`config.mk`:
```
export PLATFORM = sky130hd
export DESIGN_NAME = fbv_scanout
export DESIGN_NICKNAME = d
export VERILOG_FILES = /design/src/rtl/fbv_pkg.sv /design/src/rtl/fbv_dot_div.sv /design/src/rtl/fbv_raster.sv /design/src/rtl/fbv_fetch_addr.sv /design/src/rtl/fbv_pixel_form.sv /design/src/rtl/fbv_scanout.sv
export SDC_FILE = /design/constraint.sdc
export NUM_CORES = 1
export LEC_CHECK = 0
export BUFFER_PORTS_ARGS = -buffer_cell sky130_fd_sc_hd__buf_2
export CORE_MARGIN = 2
export CORE_UTILIZATION = 50
export CTS_BUF_LIST = sky130_fd_sc_hd__clkbuf_4 sky130_fd_sc_hd__clkbuf_8
export CTS_CLUSTER_DIAMETER = 120
export DETAILED_ROUTE_END_ITERATION = 8
export PLACE_DENSITY = 0.84
export SYNTH_ARGS = -nofsm -noshare
export SYNTH_HDL_FRONTEND = slang
export SYNTH_HIERARCHICAL = 1
export SYNTH_SLANG_ARGS = --single-unit
```
`constraint.sdc`:
```
create_clock -name clk -period 6.3 [get_ports clk]
set_input_delay 0.315 -clock clk [delete_from_list [all_inputs] [get_ports clk]]
set_output_delay 0.315 -clock clk [all_outputs]
set_load 0.05 [all_outputs]
```
`src/rtl/fbv_pkg.sv`:
```
package fbv_pkg;

  // Mode word, MSB first; field positions are fixed by the programming model.
  typedef struct packed {
    logic       disp_on;
    logic       wide_pix;
    logic       spare;
    logic [1:0] pal_sel;
    logic [4:0] top_blank;
    logic [4:0] bot_blank;
    logic       front_hi;
  } fbv_mode_t;

  localparam int MODE_W = $bits(fbv_mode_t);

  // 4 bpp colour index: palette group in bits 5:4, pixel nibble below.
  function automatic logic [7:0] fbv_nibble_index(input logic [1:0] pal,
                                                  input logic [3:0] nib);
    return {2'b00, pal, nib};
  endfunction

endpackage

```
`src/rtl/fbv_dot_div.sv`:
```
module fbv_dot_div #(
  parameter int DIV = 4
) (
  input  logic clk,
  input  logic rst,
  output logic tick
);

  generate
    if (DIV <= 1) begin : g_pass
      assign tick = 1'b1;
    end else begin : g_cnt
      localparam int CW = $clog2(DIV);
      localparam logic [CW-1:0] LAST = CW'(DIV - 1);
      logic [CW-1:0] cnt;

      always_ff @(posedge clk) begin
        if (rst)              cnt <= '0;
        else if (cnt == LAST) cnt <= '0;
        else                  cnt <= cnt + 1'b1;
      end

      assign tick = (cnt == LAST);
    end
  endgenerate

endmodule

```
`src/rtl/fbv_raster.sv`:
```
module fbv_raster #(
  parameter int H_TOTAL = 416,
  parameter int V_TOTAL = 262,
  parameter int HW      = 9,
  parameter int VW      = 9
) (
  input  logic          clk,
  input  logic          rst,
  input  logic          tick,
  output logic [HW-1:0] hc,
  output logic [VW-1:0] vc
);

  localparam logic [HW-1:0] H_LAST = HW'(H_TOTAL - 1);
  localparam logic [VW-1:0] V_LAST = VW'(V_TOTAL - 1);

  always_ff @(posedge clk) begin
    if (rst) begin
      hc <= '0;
      vc <= '0;
    end else if (tick) begin
      if (hc == H_LAST) begin
        hc <= '0;
        vc <= (vc == V_LAST) ? '0 : vc + 1'b1;
      end else begin
        hc <= hc + 1'b1;
      end
    end
  end

endmodule

```
`src/rtl/fbv_fetch_addr.sv`:
```
module fbv_fetch_addr import fbv_pkg::*; #(
  parameter int ACTIVE_W = 320,
  parameter int ACTIVE_H = 240,
  parameter int HW       = 9,
  parameter int VW       = 9,
  parameter int BANK_AW  = 16
) (
  input  logic               clk,
  input  logic               rst,
  input  logic [HW-1:0]      hc,
  input  logic [VW-1:0]      vc,
  input  logic               disp_on,
  input  logic               wide_pix,
  input  logic [1:0]         pal_sel,
  input  logic [4:0]         top_blank,
  input  logic [4:0]         bot_blank,
  input  logic               front_hi,
  input  logic [BANK_AW-1:0] base,
  output logic [BANK_AW:0]   addr,
  output logic               rd,
  output logic               nib_hi,
  output logic               deep,
  output logic [1:0]         pal
);

  localparam int PW = BANK_AW + VW;
  localparam logic [HW-1:0] H_END = HW'(ACTIVE_W);

  logic [VW-1:0]      top_v, end_v, row;
  logic               in_h, in_v, act;
  logic [HW-1:0]      col;
  logic [BANK_AW-1:0] line_off, lin;

  always_comb begin
    top_v = VW'(top_blank);
    end_v = VW'(ACTIVE_H) - VW'(bot_blank);
    row   = vc - top_v;
    in_h  = (hc < H_END);
    in_v  = (vc >= top_v) && (vc < end_v);
    act   = disp_on && in_h && in_v;
    col   = wide_pix ? hc : (hc >> 1);
    if (wide_pix) line_off = BANK_AW'(PW'(row) * PW'(ACTIVE_W));
    else          line_off = BANK_AW'(PW'(row) * PW'(ACTIVE_W / 2));
    lin   = base + line_off + BANK_AW'(col);
  end

  always_ff @(posedge clk) begin
    if (rst) begin
      addr   <= '0;
      rd     <= 1'b0;
      nib_hi <= 1'b0;
      deep   <= 1'b0;
      pal    <= '0;
    end else begin
      addr   <= {front_hi, lin};
      rd     <= act;
      nib_hi <= ~hc[0];
      deep   <= wide_pix;
      pal    <= pal_sel;
    end
  end

endmodule

```
`src/rtl/fbv_pixel_form.sv`:
```
module fbv_pixel_form import fbv_pkg::*; (
  input  logic       clk,
  input  logic       rst,
  input  logic       rd1,
  input  logic       nib_hi1,
  input  logic       deep1,
  input  logic [1:0] pal1,
  input  logic [7:0] rdata,
  output logic       pix_valid,
  output logic [7:0] pix_index
);

  // Side information travels alongside the memory read latency.
  logic       act2, nib2, deep2;
  logic [1:0] pal2;
  logic [3:0] nib_sel;

  always_ff @(posedge clk) begin
    if (rst) begin
      act2  <= 1'b0;
      nib2  <= 1'b0;
      deep2 <= 1'b0;
      pal2  <= '0;
    end else begin
      act2  <= rd1;
      nib2  <= nib_hi1;
      deep2 <= deep1;
      pal2  <= pal1;
    end
  end

  assign nib_sel = nib2 ? rdata[7:4] : rdata[3:0];

  always_ff @(posedge clk) begin
    if (rst) begin
      pix_valid <= 1'b0;
      pix_index <= '0;
    end else begin
      pix_valid <= act2;
      if (!act2)      pix_index <= '0;
      else if (deep2) pix_index <= rdata;
      else            pix_index <= fbv_nibble_index(pal2, nib_sel);
    end
  end

endmodule

```
`src/rtl/fbv_scanout.sv`:
```
module fbv_scanout import fbv_pkg::*; #(
  parameter int DOT_DIV  = 4,
  parameter int H_TOTAL  = 416,
  parameter int V_TOTAL  = 262,
  parameter int ACTIVE_W = 320,
  parameter int ACTIVE_H = 240,
  parameter int BANK_AW  = 16,
  localparam int HW      = $clog2(H_TOTAL),
  localparam int VW      = $clog2(V_TOTAL),
  localparam int VRAM_AW = BANK_AW + 1
) (
  input  logic               clk,
  input  logic               rst,
  input  logic               mode_we,
  input  logic [MODE_W-1:0]  mode_wdata,
  input  logic               base_we,
  input  logic [BANK_AW-1:0] base_wdata,
  input  logic [7:0]         vram_rdata,
  output logic               dot_tick,
  output logic [HW-1:0]      hcount,
  output logic [VW-1:0]      vcount,
  output logic [VRAM_AW-1:0] vram_addr,
  output logic               vram_rd,
  output logic               pix_valid,
  output logic [7:0]         pix_index
);

  fbv_mode_t          mode_q;
  logic [BANK_AW-1:0] base_q;
  logic               unused_spare;

  always_ff @(posedge clk) begin
    if (rst) begin
      mode_q <= '0;
      base_q <= '0;
    end else begin
      if (mode_we) mode_q <= fbv_mode_t'(mode_wdata);
      if (base_we) base_q <= base_wdata;
    end
  end

  // The spare mode bit is stored with the word but steers nothing.
  assign unused_spare = mode_q.spare;

  logic          tick;
  logic [HW-1:0] hc;
  logic [VW-1:0] vc;

  fbv_dot_div #(.DIV(DOT_DIV)) u_div (
    .clk  (clk),
    .rst  (rst),
    .tick (tick)
  );

  fbv_raster #(
    .H_TOTAL (H_TOTAL),
    .V_TOTAL (V_TOTAL),
    .HW      (HW),
    .VW      (VW)
  ) u_raster (
    .clk  (clk),
    .rst  (rst),
    .tick (tick),
    .hc   (hc),
    .vc   (vc)
  );

  logic       nib_hi1, deep1;
  logic [1:0] pal1;

  fbv_fetch_addr #(
    .ACTIVE_W (ACTIVE_W),
    .ACTIVE_H (ACTIVE_H),
    .HW       (HW),
    .VW       (VW),
    .BANK_AW  (BANK_AW)
  ) u_fetch (
    .clk       (clk),
    .rst       (rst),
    .hc        (hc),
    .vc        (vc),
    .disp_on   (mode_q.disp_on),
    .wide_pix  (mode_q.wide_pix),
    .pal_sel   (mode_q.pal_sel),
    .top_blank (mode_q.top_blank),
    .bot_blank (mode_q.bot_blank),
    .front_hi  (mode_q.front_hi),
    .base      (base_q),
    .addr      (vram_addr),
    .rd        (vram_rd),
    .nib_hi    (nib_hi1),
    .deep      (deep1),
    .pal       (pal1)
  );

  fbv_pixel_form u_pix (
    .clk       (clk),
    .rst       (rst),
    .rd1       (vram_rd),
    .nib_hi1   (nib_hi1),
    .deep1     (deep1),
    .pal1      (pal1),
    .rdata     (vram_rdata),
    .pix_valid (pix_valid),
    .pix_index (pix_index)
  );

  assign dot_tick = tick;
  assign hcount   = hc;
  assign vcount   = vc;

endmodule

```
Yosys cells after proc, flatten, opt, wreduce, memory -nomap -nowiden. Cells that the tools add are included.

Flip-flop bits (word level): 87. Input bits: 44. Output and inout port bits: 46. Logic and storage cells: 53.

$add $sub $neg: 7. $mul: 2. $lt $le $gt $ge: 3. Eq/ne operators: 3. Multiplexer cells: 6. Bitwise operators: 3. Reduce and logical (&&, ||, !) cells: 7.

Operators with widths (count): two-way mux 9 bit (3); adder 9 x 1 -> 9 bit (second input constant) (2); == test 9 bit (second input constant) (2); adder 16 bit (1); adder 16 x 9 -> 16 bit (1); two-way mux 16 bit (1); multiplier 9 x 3 -> 11 bit (second input constant) (1); multiplier 9 x 3 -> 10 bit (second input constant) (1); greater-or-equal comparator 9 x 5 -> 1 bit (1); < comparator 9 bit (1); < comparator 9 bit (second input constant) (1); subtractor 8 x 5 -> 9 bit (first input constant) (1); subtractor 9 x 5 -> 9 bit (1); two-way mux 6 bit (1); two-way mux 4 bit (1); OR reduction 2 bit (2); logical AND 1 bit (3); inverter 1 bit (3); OR reduction 3 bit (1); adder 2 x 1 -> 2 bit (second input constant) (1); == test 2 bit (second input constant) (1); AND reduction 2 bit (1).

Longest topological paths before layout. Gate-level depths: netlist of the first run.

Word-level depth: 5. Mapped depth: 25. Mapped depth without buffers: 25.

Modules after synthesis. Netlist of the first run, hierarchy kept.

Modules (own cells, without submodules): fbv_fetch_addr (instances 1, cells each 277, area each 2418.6 sq um, sequential area each 440.4 sq um); fbv_scanout (instances 1, cells each 100, area each 1122.3 sq um, sequential area each 620.6 sq um); fbv_raster (instances 1, cells each 106, area each 934.6 sq um, sequential area each 360.3 sq um); fbv_pixel_form (instances 1, cells each 37, area each 446.7 sq um, sequential area each 280.3 sq um); fbv_dot_div (instances 1, cells each 5, area each 75.1 sq um, sequential area each 40.0 sq um).

Worst setup path after synthesis of the first run. Ideal clock, no wire load.

Path kind: register to register. From: register u_raster.vc[1]. To: register u_fetch.addr[15]. Library setup time: 0.128 ns. Arrival: 5.050 ns. Required time: 6.172 ns. Setup slack: 1.122 ns. Stages on the path, launching flop included: 24. Period minus slack after synthesis: 5.178 ns. Path through: dfxtp_1 > ha_1 > nor2b_1 > o21ai_0 > nand2b_1 > a21o_1 > a21o_1 > or3_1 > xnor2_1 > ha_1 > ha_1 > o21ai_0 > o21bai_1 > a21oi_1 > xor2_1 > o21ai_0 > ha_1 > ha_1 > inv_1 > or3_1 > o211a_1 > xnor2_1 > xnor2_1 > nor2_1.

Longest elaborated chain between the ends: 5.

Ends and longest elaborated chain: start, declared (RTL line fbv_raster.sv:11) `output logic [VW-1:0] vc`; start signal, assigned (RTL line fbv_raster.sv:24) `vc <= (vc == V_LAST) ? '0 : vc + 1'b1;`; subtractor 9 x 5 -> 9 bit (*) (RTL line fbv_fetch_addr.sv:37) `row = vc - top_v;`; multiplier 9 x 3 -> 11 bit or multiplier 9 x 3 -> 10 bit (tied branches) (RTL line fbv_fetch_addr.sv:43, fbv_fetch_addr.sv:42); two-way mux 16 bit (*) (RTL line fbv_fetch_addr.sv:42) `if (wide_pix) line_off = BANK_AW'(PW'(row) * PW'(ACTIVE_W));`; adder 16 bit (*) (RTL line fbv_fetch_addr.sv:44) `lin = base + line_off + BANK_AW'(col);`; adder 16 x 9 -> 16 bit (*) (RTL line fbv_fetch_addr.sv:44); end signal, assigned (RTL line fbv_fetch_addr.sv:55) `addr <= {front_hi, lin};`; end, declared (RTL line fbv_fetch_addr.sv:19) `output logic [BANK_AW:0] addr,`.

Mark *: on every way between the ends. The rest lies on a longest branch, timed or not. A chain may end at the register's enable or synchronous reset.

Worst setup path after layout of the first run. Same ends and word-level chain as after synthesis.

==> metrics.yaml, run 1 <==
status:
  status: "complete, no violations"
timing:
  fmax_mhz: 188
  fin_skew_ns: 0.00801
  rsz0062_at_grt: "no"
  hold_ws_ns: 0.177
  period_share_pct: 84.4
  hold_viol: 0
  relSlewSlack_pct: 36.8
  slew_violations: 0
  fin_tns_setup_ns: 0
  period_needed_ns: 5.32
  setup_slack_ns: 0.984
  setup_viol: 0
  tightest_slew_ns: 0.936
synth:
  synth_fp_nets: 630
  yosys_warnings: 6
  synth.yosys.seq_area_share_pct: 34.9
  synth.avg_cell_area_um2: 9.52
  synth_seq_cells: 87
  synth_area_um2: 5000
  synth.distinct_cells: 62
  synth-edff-count: 0
  syn_inst: 525
  yosys_most_used_dff: "dfxtp_1"
  async_flop_share_pct: 0
route:
  routed_wl_mm: 10.5
  ant_nets: 0
  drc: 0
  vias: 4039
  drt_iter0_drc: 192
  viasPerCell: 5.41
  wl_per_cell_um: 14.1
  dr.pass1.iters: 4
cells_and_area:
  layout.nets: 714
  fin_cells: 747
  diodes: 0
  drive_gt1_share_pct: 21.2
  fill_cells: 864
  syn_to_final_growth_pct: 13.5
cts:
  post_cts_buffers: 0
  clock-sinks: 87
  cts_resized: 0
  cts_max_level: 3
  cts_hold_buffers: 0
  tritoncts: "yes"
  clk_pin_slew_ns: 0.10
  cts-buffers-inserted: 9
  cts_buffer_depth: 2
  root_buffer: "clkbuf_8"
  insertion_delay_ns: 0.37
worst_setup_path:
  start_kind: "flop"
  critical_path_class: "reg2reg"
  endpoint_kind: "flop"
  worstPathArrival_ns: 5.55
  critPathMaxFanout: 8
  worst_ep_required_time_ns: 6.54
grt:
  use_met2_pct: 34.4
  grt_overflow_total: 0
  grt_util_met3_pct: 4.01
  grt_max_degree: 87
  antenna_found_initial: 0
  use_met1_pct: 24.2
  grt.total_usage_pct: 19.7
  grt_pass1_wl_mm: 17.8
  first_global_vias: 3839
  top_usage_layer: "met2"
floorplan:
  core_um2: 9730
  initial_core_util_pct: 51.4
  dieWidth_um: 104
  dieHeight_um: 104
  row_count: 36
  io_pins: 90
  dieArea_um2: 10800
pwr:
  ir_worst_vdd_v: 0.000235
  p_leak_nw: 2.67
  power_density_nw_per_um2: 275
  p_total_mw: 1.56
placement:
  dp_hpwl_mm: 7.77
  port_buffers: 88
  pre_cts_ws_ns: 1.02
  routabilityCongestion: 0.846
  place_inst: 731
job:
  maxCapViolations: 0
worst_hold_path:
  min_path_type: "in2reg"
## area by class of cell
| class | instances | area, um2 | share of cell area [%] |
|---|---|---|---|
| inverters | 32 | 120 | 2.12 |
| repair buffers | 89 | 448 | 7.90 |
| clock inverters | 7 | 63.8 | 1.13 |
| well taps | 133 | 166 | 2.93 |
| multi-input cells | 390 | 3010 | 53.0 |
| flip-flops and latches | 87 | 1740 | 30.7 |
| clock buffers | 9 | 124 | 2.18 |
## cell usage in the layout (no fill, tap or decap), types with 3 or more instances in the layout
cell type,n
a211oi_1,4
a21o_1,6
a21oi_1,24
buf_2,88
clkbuf_8,9
dfxtp_1,87
fa_1,7
ha_1,54
inv_1,30
mux2_2,9
mux2i_1,43
nand2_1,20
nand2b_1,8
nand3_1,3
nand4_1,4
nor2_1,66
nor2b_1,12
nor3_1,15
o21a_1,4
o21ai_0,23
o31ai_1,3
o32ai_1,3
o41ai_1,3
or3_1,10
xnor2_1,15
xor2_1,17
## state kept, by name, summed over array words and instances, names as in the netlist, 8 cells and up
signal,count
base_q,16
mode_q,15
u_fetch/addr,17
u_pix/pix_index,8
u_raster/hc,9
u_raster/vc,9
## final timing paths
| path | startpoint | end | slack (ns) | cells past startpoint |
|---|---|---|---|---|
| setup reg to reg | u_raster/vc[1] | u_fetch/addr[15] | 0.98 | 23 |
| hold reg to reg | u_div/g_cnt.cnt[0] | u_div/g_cnt.cnt[0] | 0.44 | 1 |
| setup / recovery | u_raster/vc[1] | u_fetch/addr[15] | 0.98 | 23 |
| hold / removal | mode_wdata[15] | mode_q[15] | 0.18 | 3 |
## synthesized netlist by cell type, types with 9 or more instances
master / count / share of area (%)
xnor2_1: 15 / 2.6
nor2b_1: 12 / 1.5
a21oi_1: 24 / 2.4
nor3_1: 15 / 1.5
inv_1: 30 / 2.3
ha_1: 54 / 14
dfxtp_1: 87 / 35
xor2_1: 17 / 3.0
mux2i_1: 43 / 8.6
or3_1: 10 / 1.3
nor2_1: 66 / 5.0
mux2_2: 9 / 2.0
o21ai_0: 23 / 2.3
nand2_1: 20 / 1.5
## where the power goes
group	leakage (nW)	switching (mW)	internal [mW]	total (mW)
clock network	0.0903	0.223	0.152	0.375
registers	0.712	0.0194	0.592	0.612
logic	1.86	0.346	0.226	0.572
total	2.67	0.588	0.971	1.56
## through the flow
stage,utilization (%),cell area (um2)
floorplan,-,5000
detailed placement,56.4,5480
finish,58.3,5670
global placement,56.4,5480
global route,58.3,5670
CTS,58.3,5670
## metal layers
metal | up-vias | part of all wire (%) | wire length (um)
met5 | - | 0 | 0
met4 | 0 | 1.3 | 135
met3 | 14 | 4.9 | 519
met2 | 108 | 49 | 5210
met1 | 1916 | 44 | 4680
li1 | 2001 | - | -
## cells by family (layout without fill, tap and decap cells)
kind of cell	count (synthesis)	in the layout	synth area share, %
mux	52	52	10.6
simple gates	164	164	17.5
flops	87	87	34.9
buf+inv	48	137	4.96
fa+ha+maj	61	61	16.3
compound gates	81	81	10.2
xor+xnor	32	32	5.61
## worst max-delay path, cell delays in order, from the launching register on
cell and delay, ns:
dfxtp_1 0.49, ha_1 0.29, nor2b_1 0.13, o21ai_0 0.14
nand2b_1 0.10, a21o_1 0.19, a21o_1 0.21, or3_1 0.33
xnor2_1 0.21, ha_1 0.27, ha_1 0.35, o21ai_0 0.11
o21bai_1 0.09, a21oi_1 0.26, xor2_1 0.17, o21ai_0 0.11
ha_1 0.33, ha_1 0.37, inv_1 0.05, or3_1 0.37
o211a_1 0.23, xnor2_1 0.20, xnor2_1 0.14, nor2_1 0.05
(Power assumes the default switching activity.)
==> inputs of run 2 (changes only) <==
==> constraint.sdc (replaced) <==
create_clock -name clk -period 4.9 [get_ports clk]
set_input_delay 0.245 -clock clk [delete_from_list [all_inputs] [get_ports clk]]
set_output_delay 0.245 -clock clk [all_outputs]
set_load 0.05 [all_outputs]
==> run 2 against run 1 <==
Effect of this change:
- sequential share of layout area decreased by 1.3 points
- total power grew 39%
- highest routed layer unchanged
- first-iteration DRC count decreased by 8.3%
- setup slack lost 0.85 ns
- largest cell class unchanged
==> metrics.yaml, run 2 (same netlist as run 1, synthesis figures left out) <==
cells_and_area:
  largest_reg_flops: 17  # unchanged
  largest-register: "u_fetch/addr"
  fill_cells: 838  # -3.0%
  reg_top3: "u_fetch/addr x17, base_q x16, mode_q x15"
  diodes: 0  # unchanged
  layout_commonest_cell: "buf_2"
  final_cell_mix: "buf_2, dfxtp_1, nor2_1, ha_1, mux2i_1"
  fin_cells: 762  # +2.0%
  final_util_pct: 61.2  # +2.9 points
  layout.nets: 729  # +2.1%
  syn_to_final_growth_pct: 19.1
  drive_gt1_share_pct: 27.2  # +6.0 points
grt:
  top_usage_layer: "met2"
  grt.total_usage_pct: 20.9  # +1.2 points
  grt_overflow_total: 0  # unchanged
  grt_util_met3_pct: 3.63  # -0.38 points
  use_met1_pct: 25.7  # +1.5 points
  use_met2_pct: 37.5  # +3.2 points
  grt_pass1_wl_mm: 18.9  # +6.3%
  grt_max_degree: 58  # -33%
  first_global_vias: 4127  # +7.5%
  antenna_found_initial: 0  # unchanged
floorplan:
  row_count: 36  # unchanged
  initial_core_util_pct: 51.4  # unchanged
  io_pins: 90  # unchanged
  core_um2: 9730  # unchanged
  dieWidth_um: 104  # unchanged
  dieHeight_um: 104  # unchanged
  dieArea_um2: 10800  # unchanged
cts:
  clk_pin_slew_ns: 0.10  # about the same
  clock-sinks: 87  # unchanged
  cts_buffer_depth: 2  # unchanged
  tritoncts: "yes"
  insertion_delay_ns: 0.36  # about the same
  root_buffer: "clkbuf_8"
  cts-buffers-inserted: 9  # unchanged
  cts_max_level: 3  # unchanged
route:
  vias: 4168  # +3.2%
  routed_wl_mm: 11.3  # +7.3%
  drt_iter0_drc: 176  # -8.3%
  viasPerCell: 5.47  # +1.2%
  dr.pass1.iters: 5  # +1
  drc: 0  # unchanged
  ant_nets: 0  # unchanged
  wl_per_cell_um: 14.8  # +5.2%
timing:
  slew_violations: 0  # unchanged
  fin_tns_setup_ns: 0  # unchanged
  period_share_pct: 97.2  # +13 points
  setup_slack_ns: 0.138  # -0.846 ns
  relSlewSlack_pct: 31.5  # -5.3 points
  hold_viol: 0  # unchanged
  setup_viol: 0  # unchanged
  period_needed_ns: 4.76  # -0.554 ns
  fin_skew_ns: 0.0109  # +0.00289 ns
  tightest_slew_ns: 1.03  # +0.0912 ns
  fmax_mhz: 210  # +12%
placement:
  routabilityCongestion: 0.838  # -0.99%
  place_inst: 741  # +1.4%
  pre_cts_ws_ns: -0.0528  # -1.07 ns
  dp_hpwl_mm: 8.16  # +5.1%
  port_buffers: 88  # unchanged
pwr:
  p_leak_nw: 2.77  # +3.8%
  ir_worst_vdd_v: 0.000356  # +51%
  power_density_nw_per_um2: 363  # +32%
worst_setup_path:
  max_stage_delay_ns: 0.36  # -0.13 ns
  r2r_slack_ns: 0.14  # -0.85 ns
  start_kind: "flop"
  worstPathArrival_ns: 5.01  # -0.54 ns
  worst_ep_required_time_ns: 5.15  # -1.39 ns
  critical_path_class: "reg2reg"
  endpoint_kind: "flop"
  path_cells: "inv_2, ha_2, fa_2, nor2b_4, o31a_1, nor3_2, xor2_1, ha_1, ha_4, a21o_1, a31o_2, a21oi_2, xnor2_2, nand2_1, o21ai_0, ha_1, ha_4, nand2_1, or3_1, o211a_1, xnor2_2, xnor2_1, nor2_1"
  reg2regPathDepth: 23  # unchanged
  critPathMaxFanout: 4  # -4
  slowest_stage: "dfxtp_4"
worst_hold_path:
  min_path_type: "in2reg"
  hold-path-cell-count: 3  # unchanged
status:
  status: "complete, no violations"
job:
  maxCapViolations: 0  # unchanged
run 2: through the flow:
step / hold WS (ns) / total power, mW / area [um2]
2_1_floorplan: 0.316 / 1.39 / 5010
5_1_grt: 0.113 / 2.28 / 5950
3_3_place_gp: 0.415 / 1.54 / 5570
6_report: 0.109 / 2.16 / 5950
3_5_place_dp: 0.420 / 1.57 / 5570
4_1_cts: 0.103 / 2.10 / 5830
run 2: worst max-delay path, delay by kind of cell, from the launching register on:
family                     cells  cell delay [ns]
adders and majority gates      6             1.59
AOI/OAI and AO/OA              6             1.25
and+or+nand+nor                6             0.79
xor gates and xnor gates       4             0.61
DFF                            1             0.36
buffers and inverters          1             0.06
run 2: path summary, 6_finish.rpt:
path	start	to
setup / recovery	u_raster/vc[0]	u_fetch/addr[15]
hold / removal	vram_rdata[1]	u_pix/pix_index[1]
setup reg to reg	u_raster/vc[0]	u_fetch/addr[15]
hold reg to reg	u_fetch/nib_hi	u_pix/nib2
run 2: layout make-up:
cell class                 instances  area [um2]  share of cell area (%)
clock buffer                       9         124                    2.08
clock inverter                     7        80.1                    1.35
inverter                          32         120                    2.02
multi-input combinational        390        3150                    52.9
sequential                        87        1750                    29.4
tap                              133         166                    2.80
timing repair buffer             104         561                    9.42
run 2: repair_timing:
item | CTS | global route
endpoints found under the setup margin | 1 | 2
gates resized for setup | 6 | 20
hold buffers | 0 | 0
buffers inserted | 2 | 3
pin swaps | 4 | 17
run 2: per-layer routing:
metal	share of wire, %	vias to the layer above
li1	-	2030
met1	43	1986
met2	51	139
met3	5.5	13
met4	1.0	0
met5	0	-
run 2: report_power, final:
part	leakage, nW	total, mW	switching [mW]	internal [mW]
logic	1.95	0.878	0.501	0.377
clock network	0.0990	0.498	0.297	0.201
registers	0.715	0.784	0.0239	0.760
total	2.77	2.16	0.822	1.34
==> inputs of run 3 (changes only) <==
--- a/config.mk
+++ b/config.mk
@@ -11,7 +11,7 @@
 export CTS_BUF_LIST = sky130_fd_sc_hd__clkbuf_4 sky130_fd_sc_hd__clkbuf_8
 export CTS_CLUSTER_DIAMETER = 120
 export DETAILED_ROUTE_END_ITERATION = 8
-export PLACE_DENSITY = 0.84
+export PLACE_DENSITY = 0.73
 export SYNTH_ARGS = -nofsm -noshare
 export SYNTH_HDL_FRONTEND = slang
 export SYNTH_HIERARCHICAL = 1
==> run 3 against run 2 <==
Effect of this change:
- fmax shrank 0.17%
- highest routed layer unchanged
- hold slack lost 0.0031 ns
- setup slack got worse by 0.0083 ns
- sequential power barely moved
- routed wire length is 2.4% lower
==> metrics.yaml, run 3 (same netlist as run 1, synthesis figures left out) <==
pwr:
  p_seq_share_pct: 35.3  # -1.0 points
  intPower_mw: 1.39  # +3.6%
  power_switching_share_pct: 37.6  # -0.39 points
  netSwitchingPower_mw: 0.837  # +1.9%
  power_density_nw_per_um2: 361  # -0.47%
  p_comb_share_pct: 42.2  # +1.5 points
  ir_worst_vdd_v: 0.000303  # -15%
  p_leak_nw: 2.81  # +1.6%
  p_total_mw: 2.22  # +2.9%
  clkPwrFrac_pct: 22.5  # -0.6 points
timing:
  hold_viol: 0  # unchanged
  fin_skew_ns: 0.0124  # +0.00147 ns
  setup_slack_ns: 0.129  # -0.00832 ns
  tightest_slew_ns: 0.985  # -0.0426 ns
  fin_tns_setup_ns: 0  # unchanged
  period_needed_ns: 4.77  # +0.00831 ns
  period_share_pct: 97.4  # +0.17 points
  relSlewSlack_pct: 34.4  # +2.8 points
  setup_viol: 0  # unchanged
  slew_violations: 0  # unchanged
  fmax_mhz: 210  # -0.17%
worst_setup_path:
  reg2reg_to: "u_fetch/addr[15]"
  cp-startpoint: "u_raster/vc[1]"
  worstPathArrival_ns: 5.00  # about the same
  r2r_start: "u_raster/vc[1]"
  endpoint_kind: "flop"
  setup.worst_path.end: "u_fetch/addr[15]"
  start_kind: "flop"
  critPathMaxFanout: 4  # unchanged
  r2r_slack_ns: 0.13  # about the same
  reg2regPathDepth: 23  # unchanged
  worst_ep_required_time_ns: 5.13  # -0.02 ns
  critical_path_class: "reg2reg"
status:
  status: "complete, no violations"
cells_and_area:
  fill_cells: 794  # -5.3%
  diodes: 0  # unchanged
  layout.area.seq_um2: 1750  # unchanged
  largest_reg_flops: 17  # unchanged
  largest-register: "u_fetch/addr"
  multi_input_area_um2: 3310  # +4.9%
  reg_top3: "u_fetch/addr x17, base_q x16, mode_q x15"
  final_cell_mix: "buf_2, dfxtp_1, nor2_1, mux2i_1, ha_1"
  layout_commonest_cell: "buf_2"
  syn_to_final_growth_pct: 23.2
  layout.nets: 735  # +0.82%
  drive_gt1_share_pct: 29.6  # +2.4 points
  fin_cells: 768  # +0.79%
route:
  routed_wl_mm: 11.0  # -2.4%
  drc: 0  # unchanged
  drt_iter0_drc: 150  # -15%
  viasPerCell: 5.32  # -2.8%
  ant_nets: 0  # unchanged
  wl_per_cell_um: 14.4  # -3.2%
  met2_length_mm: 5.42  # -6.0%
  top_layer_used: "met4"
  dr.pass1.iters: 4  # -1
  m1WireLength_mm: 4.94  # +2.6%
  wl_met3_um: 525  # -15%
  vias: 4082  # -2.1%
grt:
  antenna_found_initial: 0  # unchanged
  first_global_vias: 3943  # -4.5%
  grt_max_degree: 57  # -1.7%
  grt_pass1_wl_mm: 17.8  # -5.6%
  grt.total_usage_pct: 19.8  # -1.1 points
  grt_overflow_total: 0  # unchanged
placement:
  place_inst: 744  # +0.40%
  port_buffers: 88  # unchanged
  routabilityCongestion: 0.855  # +2.0%
  dp_hpwl_mm: 7.91  # -3.1%
  pre_cts_ws_ns: -0.0644  # -0.0116 ns
cts:
  cts_hold_buffers: 0  # unchanged
  clk_pin_slew_ns: 0.10  # about the same
  cts_max_level: 3  # unchanged
  cts-buffers-inserted: 9  # unchanged
  clock-sinks: 87  # unchanged
  tritoncts: "yes"
  cts_buffer_depth: 2  # unchanged
  root_buffer: "clkbuf_8"
  insertion_delay_ns: 0.37  # about the same
floorplan:
  row_count: 36  # unchanged
  dieWidth_um: 104  # unchanged
  io_pins: 90  # unchanged
  initial_core_util_pct: 51.4  # unchanged
  dieHeight_um: 104  # unchanged
  core_um2: 9730  # unchanged
  dieArea_um2: 10800  # unchanged
job:
  maxCapViolations: 0  # unchanged
worst_hold_path:
  min_path_type: "in2reg"
  hold-path-cell-count: 3  # unchanged
run 3: cell types whose count changed in the layout (fill, tap and decap cells not counted), moves of 2 or more:
cell,before,now
buf_4,16,21
ha_1,47,40
ha_4,6,14
xnor2_4,0,2
run 3: stage by stage:
| step | hold WS (ns) | util [%] | cell area, um2 |
|---|---|---|---|
| final | 0.106 | 63.3 | 6160 |
| after global routing | 0.101 | 63.3 | 6160 |
| after CTS | 0.0957 | 59.7 | 5810 |
| after detailed placement | 0.424 | 57.5 | 5590 |
| after global placement | 0.415 | 57.5 | 5590 |
| after floorplan | 0.316 | - | 5010 |
run 3: power groups by stage:
stage	registers [mW]	clock network, mW	logic (mW)
4_1_cts	0.785	0.517	0.779
3_3_place_gp	0.799	0	0.743
3_5_place_dp	0.800	0	0.768
5_1_grt	0.790	0.546	1.03
2_1_floorplan	0.913	0	0.472
6_report	0.784	0.501	0.938
run 3: area by class of cell:
class,instances,share of cell area (%)
multi-input cells,390,53.7
flip-flops and latches,87,28.4
repair buffers,110,9.90
well taps,133,2.70
clock buffers,9,2.01
inverters,32,1.95
clock inverters,7,1.30
run 3: worst min-delay path by stage:
stage / slack [ns] / start / endpoint
6_report: 0.11 / base_wdata[2] / base_q[2]
5_1_grt: 0.10 / vram_rdata[7] / u_pix/pix_index[7]
4_1_cts: 0.1 / base_wdata[14] / base_q[14]
3_5_place_dp: 0.42 / u_div/g_cnt.cnt[0] / u_div/g_cnt.cnt[0]
3_3_place_gp: 0.42 / u_div/g_cnt.cnt[0] / u_div/g_cnt.cnt[0]
2_1_floorplan: 0.32 / rst / u_div/g_cnt.cnt[1]
run 3: worst max-delay path, cell delays in order (launching register included):
cell and delay, ns:
dfxtp_4 0.36, buf_4 0.13, inv_1 0.08, fa_2 0.24
nor2b_4 0.05, o31a_1 0.35, nor3_2 0.22, xor2_1 0.24
ha_1 0.31, ha_4 0.24, a21o_1 0.15, a31o_2 0.24
a21oi_4 0.14, xnor2_2 0.09, nand2_1 0.07, o21ai_1 0.08
ha_1 0.34, ha_4 0.29, nand2_2 0.05, or3_1 0.36
o211a_1 0.24, xnor2_1 0.19, xnor2_1 0.13, nor2_1 0.05
run 3: per-layer routing:
| layer | track usage, % | vias up |
|---|---|---|
| li1 | - | 2034 |
| met4 | 7.14 | 0 |
| met1 | 24.6 | 1932 |
| met5 | 0 | - |
| met3 | 4.45 | 13 |
| met2 | 33.8 | 103 |
run 3: timing repair:
action / CTS / global route
endpoints found under the setup margin: 1 / 2
setup buffers: 0 / 8
gates resized for setup: 4 / 43
pin swaps: 2 / 31
